$ cat src/rtl/irq_event_ctrl.sv
module irq_event_ctrl #(
  parameter int DATA_W   = 32,
  parameter int ADDR_W   = 10,
  parameter int NUM_IRQ  = 13,
  parameter logic [ADDR_W-1:0] EVT_OFS = 10'h004,
  parameter logic [ADDR_W-1:0] MSK_OFS = 10'h008
) (
  input  logic              clk,
  input  logic              rst_n,
  input  logic [DATA_W-1:0] evt_pulse,
  input  logic              reg_we,
  input  logic [ADDR_W-1:0] reg_addr,
  input  logic [DATA_W-1:0] reg_wdata,
  output logic [DATA_W-1:0] reg_rdata,
  output logic [NUM_IRQ-1:0] irq_o
);

  localparam int LINE_BIT [NUM_IRQ] = '{27, 26, 19, 20, 25, 24, 23, 21, 31, 28, 22, 29, 30};

  logic [DATA_W-1:0] impl_bits;
  always_comb begin
    impl_bits = '0;
    for (int i = 0; i < NUM_IRQ; i++) impl_bits[LINE_BIT[i]] = 1'b1;
  end

  logic [DATA_W-1:0] event_q, mask_q, gated, clr_vec, set_vec;
  logic evt_wr, msk_wr;

  assign evt_wr  = reg_we && (reg_addr == EVT_OFS);
  assign msk_wr  = reg_we && (reg_addr == MSK_OFS);
  assign clr_vec = evt_wr ? reg_wdata : '0;
  assign set_vec = evt_pulse & impl_bits;
  assign gated   = event_q & mask_q;

  always_ff @(posedge clk or negedge rst_n) begin
    if (!rst_n) begin
      event_q <= '0;
      mask_q  <= '0;
    end else begin
      event_q <= (event_q & ~clr_vec) | set_vec;
      if (msk_wr) mask_q <= reg_wdata;
    end
  end

  logic [NUM_IRQ-1:0] line_d;
  for (genvar n = 0; n < NUM_IRQ; n++) begin : g_line
    assign line_d[n] = gated[LINE_BIT[n]];
  end

  always_ff @(posedge clk or negedge rst_n) begin
    if (!rst_n) irq_o <= '0;
    else        irq_o <= line_d;
  end

  assign reg_rdata = (reg_addr == EVT_OFS) ? event_q :
                     (reg_addr == MSK_OFS) ? mask_q  : '0;

  assert_reset_clear_R1: assert property (@(posedge clk)
    !rst_n |=> (irq_o == '0) || !rst_n);

  assert_pulse_sets_R2: assert property (@(posedge clk) disable iff (!rst_n)
    1'b1 |=> ((event_q & $past(evt_pulse & impl_bits)) == $past(evt_pulse & impl_bits)));

  assert_undef_zero_R3: assert property (@(posedge clk) disable iff (!rst_n)
    (reg_addr == EVT_OFS) |-> ((reg_rdata & ~impl_bits) == '0));

  assert_w1c_R4: assert property (@(posedge clk) disable iff (!rst_n)
    (evt_wr && evt_pulse == '0) |=> (event_q == ($past(event_q) & ~$past(reg_wdata))));

  assert_mask_write_R5: assert property (@(posedge clk) disable iff (!rst_n)
    msk_wr |=> (mask_q == $past(reg_wdata)));

  assert_set_wins_R6: assert property (@(posedge clk) disable iff (!rst_n)
    (evt_wr && evt_pulse[27] && reg_wdata[27]) |=> event_q[27]);

  assert_line0_map_R7: assert property (@(posedge clk) disable iff (!rst_n)
    1'b1 |=> (irq_o[0] == $past(event_q[27] & mask_q[27])));

  assert_line12_map_R7: assert property (@(posedge clk) disable iff (!rst_n)
    1'b1 |=> (irq_o[12] == $past(event_q[30] & mask_q[30])));

  assert_irq_latency_R8: assert property (@(posedge clk) disable iff (!rst_n)
    $stable(event_q & mask_q) |=> $stable(irq_o));

  assert_other_ofs_R9: assert property (@(posedge clk) disable iff (!rst_n)
    (reg_we && !evt_wr && !msk_wr) |=> (mask_q == $past(mask_q)));

endmodule

$ cat config.mk
export PLATFORM = sky130hd
export DESIGN_NAME = irq_event_ctrl
export DESIGN_NICKNAME = d
export VERILOG_FILES = /design/src/rtl/irq_event_ctrl.sv
export SDC_FILE = /design/constraint.sdc
export NUM_CORES = 1
export LEC_CHECK = 0
export BUFFER_PORTS_ARGS = -buffer_cell sky130_fd_sc_hd__buf_2
export CORE_AREA = 8 8 89 151
export DETAILED_ROUTE_END_ITERATION = 12
export DIE_AREA = 0 0 97 159
export PLACE_DENSITY = 0.55
export SYNTH_ARGS = -nofsm -noshare
export SYNTH_HDL_FRONTEND = slang
export SYNTH_SLANG_ARGS = --single-unit
$ cat constraint.sdc
create_clock -name clk -period 1.3 [get_ports clk]
set_clock_uncertainty 0.2 [all_clocks]
set_input_delay 0.195 -clock clk [delete_from_list [all_inputs] [get_ports clk]]
set_output_delay 0.195 -clock clk [all_outputs]
set_load 0.03 [all_outputs]
Word level (Yosys, flattened, before mapping) --
Index checks and enable logic that the tools add are counted.
Word-level totals: bits in registers 77
Operators by class: equality and inequality tests 2, muxes and demuxes 3, bitwise gates (word level) 4, reduce and logical (&&, ||, !) cells 2
Operators by type and width (number):
- 2-to-1 mux 32 bit | 3
- AND 32 bit | 2
- NOT 32 bit | 1
- bitwise OR 32 bit | 1
- equality test 10 x 3 -> 1 bit, second input constant | 1
- equality test 10 x 4 -> 1 bit, second input constant | 1
- logical AND 1 bit | 2

Depth between registers and ports, before layout --
depth in word-level cells 6, mapped depth 5

Worst setup path before layout --
No wires, ideal clock.
path type input-to-output, start point input reg_addr[3], end point output reg_rdata[10], data arrival time 1348 ps, data required time 905 ps, path slack -443 ps, stages 5, path buffers 2, cell sequence nor2b_1 -> clkbuf_1 -> clkbuf_1 -> a22oi_1 -> nor2_1
Between the ends: word-level cells in the longest chain between the ends 3
Ends and longest elaborated chain:
- from (decl) | line 12 | input logic [ADDR_W-1:0] reg_addr,
- equality test 10 x 4 -> 1 bit | line 56 | (reg_addr == MSK_OFS) ? mask_q : '0;
- 2-to-1 mux 32 bit | line 56
- 2-to-1 mux 32 bit (*) | line 55 | assign reg_rdata = (reg_addr == EVT_OFS) ? event_q :
- to (decl) | line 14 | output logic [DATA_W-1:0] reg_rdata,
Mark *: on every way between the ends. The rest lies on a longest branch, timed or not.

Worst setup path in the final report --
start point input reg_addr[0], end point output reg_rdata[9]
Same word-level chain as after synthesis.

==> metrics.yaml <==
status:
  status: "finished with violations"
  violations: "setup timing"
timing:
  tightest_slew_ns: 0.333
  fin_crit_sh_pct: 128
  hold_viol_final: 0
  rsz0062_at_grt: "yes"
  holdWs_ns: 0.0999
  finalSetupViolations: 96
  finalMaxSlewViolations: 0
  period_minus_slack_ns: 1.67
  tns_ns: -26.66
  timing.final.ws_setup_ns: -0.366
  max_freq_ghz: 0.600
  relSlewSlack_pct: 77.8
power_and_ir_drop:
  p_int_uw: 4220
  powerDensity_nw_per_um2: 890
  seqPwrFrac_pct: 44.4
  netSwitchingFraction_pct: 22.9
  clkPwrFrac_pct: 45.8
  irDropWorstVdd_mv: 0.648
  switchingPower_uw: 1260
  combPwrFrac_pct: 9.8
  p_leak_uw: 0.00276
route:
  vias_per_cell: 4.78
  drc: 0
  wl_per_cell_um: 18.7
  ant_nets: 0
  vias: 2819
  drt_first_pass_iters: 4
  wirelength_um: 11000
  drt_iter0_drc: 70
yosys:
  synth_common_cells: "dfrtp_1, nor2_1, a22oi_1"
  syn-cell-area_um2: 3340
  ys_ff_latch: 77
  postSynthAreaPerCell_um2: 12.5
  seq_area_frac_synth_pct: 57.7
  yosys-top-cells-area: "dfrtp_1, mux2_4, a22oi_1"
  ys_async_sr_fraction_pct: 100
  synth_fp_nets: 345
  synth_top_area_share_pct: 57.7
  synth_top_area_cell: "dfrtp_1"
  synthCells: 268
  yosysMostFrequentCell: "dfrtp_1"
  synth_warnings: 0
  synth-edff-count: 0
  synth_cell_type_count: 17
  ys.flop_type: "dfrtp_1"
clock_tree:
  path_clk_slew_ns: 0.06
  cts-root-buf: "clkbuf_16"
  cts_tree: "yes"
  cts_buffers: 9
  cts-htree-levels: 3
  clock_path_buffers: 2
  clkSinkCount: 77
  clk_latency_ns: 0.33
critical_path:
  r2r_cells: 3
  cp_cell_sequence: "buf_6 -> nor4_4 -> buf_6 -> nand2_8 -> buf_12 -> nor2_4 -> buf_4"
  start_kind: "input port"
  crit_cells: 7
  end_kind: "output port"
  crit_required_ns: 0.90
  arrival_ns: 1.27
  critPathBufInv: 4
  cp_top_family: "buffers and inverters"
  crit_type: "input port to output port"
  slowest_delay_ns: 0.27
  critPathSlowestCell: "nor4_4"
  critPathMaxFanout: 13
  crit_top_cell: "buf_6"
place:
  placed_area_um2: 4520
  dp_slack_ns: -0.513
  io_buffers: 102
  hpwlAfterDp_um: 6800
  place_congestion: 0.705
layout:
  fin_nets: 527
  area_growth_pct: 84.2
  antennaDiodeCount: 0
  fin_util_pct: 54.1
  layout-drive-gt1-share_pct: 61.3
  multiInputGateArea_um2: 1900
  fin_area_um2: 6160
  fillCellCount: 903
  seq_area_um2: 1930
global_routing:
  grt_usage_pct: 14.1
  grt_pass1_wl_um: 17400
  overflow: 0
  grt_pass1_vias: 3285
  grt_max_degree: 32
  antenna_found_initial: 0
floorplan:
  dieArea_um2: 15400
  core.rowCount: 52
  core_area_um2: 11400
  die_y_um: 159
  num_io_pins: 122
  start_util_pct: 29.4
  fp.dieW_um: 97
worst_hold_path:
  min_path_type: "input port to async pin"
job:
  maxCapViolations: 0
==> per-layer routing <==
layer,vias up,wire (µm),global-route usage (%)
li1,1302,-,-
met1,1428,4260,15.0
met2,74,6000,25.4
met3,15,566,4.30
met4,0,217,5.28
met5,-,0,0
==> worst paths after layout <==
kind,start,endpoint,slack [ns]
hold / removal,rst_n,irq_o[12],0.1
max in group asynchronous,rst_n,event_q[20],0.31
setup reg to reg,event_q[26],event_q[26],0.20
min in group clk,reg_we,mask_q[23],0.31
hold reg to reg,mask_q[7],mask_q[7],0.31
setup / recovery,reg_addr[0],reg_rdata[9],-0.37
==> registers in the layout, indices dropped and copies added, names as in the netlist <==
register  cells
mask_q       32
event_q      32
irq_o        13
==> layout make-up <==
class | count | share of cell area [%]
Inverter | 13 | 0.793
Multi-Input combinational cell | 161 | 30.8
Tap cell | 135 | 2.74
Clock buffer | 10 | 3.88
Clock inverter | 6 | 1.02
Sequential cell | 77 | 31.3
Timing Repair Buffer | 188 | 29.4
==> stage by stage <==
step | total power (µW) | std cells
floorplan | 2590 | 268
global placement | 2830 | 513
detailed placement | 2830 | 513
CTS | 5530 | 590
global route | 5690 | 590
finish | 5480 | 590
==> worst register-to-register path, stage by stage (launching register included) <==
cell and delay [ns]:
dfrtp_1 0.39, buf_4 0.14, nor2_1 0.20, a31oi_4 0.05
==> cells by family after synthesis <==
family                 share of synthesized area, %
AND/OR/NAND/NOR                                10.1
flip-flops                                     57.7
AO/OA/AOI/OAI                                  13.9
multiplexers                                   14.2
buffers and inverters                          4.16
==> cell usage in the layout (no fill, tap or decap), types with 2 or more instances in the layout <==
master,count
a22oi_1,8
buf_2,62
nor4_4,2
inv_1,13
and2_1,13
nor2_4,32
buf_4,24
a21boi_1,5
buf_6,33
clkinv_2,2
buf_16,4
nor2_1,13
dlygate4sd3_1,46
buf_12,17
mux2_4,30
a22oi_2,24
a31oi_4,12
a21boi_2,14
mux2_2,2
clkinvlp_4,3
dfrtp_1,77
clkbuf_16,10
==> repair_timing <==
| item | in CTS | in global routing |
|---|---|---|
| hold endpoints to repair | 141 | 0 |
| buffers inserted | 9 | 3 |
| endpoints found under the setup margin | 97 | 99 |
| gates cloned | 6 | 1 |
| gates resized for setup | 119 | 44 |
| hold buffers | 46 | 0 |
| pin swaps | 29 | 0 |
==> power groups by stage <==
stage          Sequential (µW)  Combinational (µW)  Clock, µW
2_1_floorplan             2480                 110          0
3_3_place_gp              2470                 358          0
3_5_place_dp              2470                 362          0
4_1_cts                   2430                 518       2590
5_1_grt                   2430                 581       2680
6_report                  2430                 539       2510
Power figures use the tool's default switching activity.
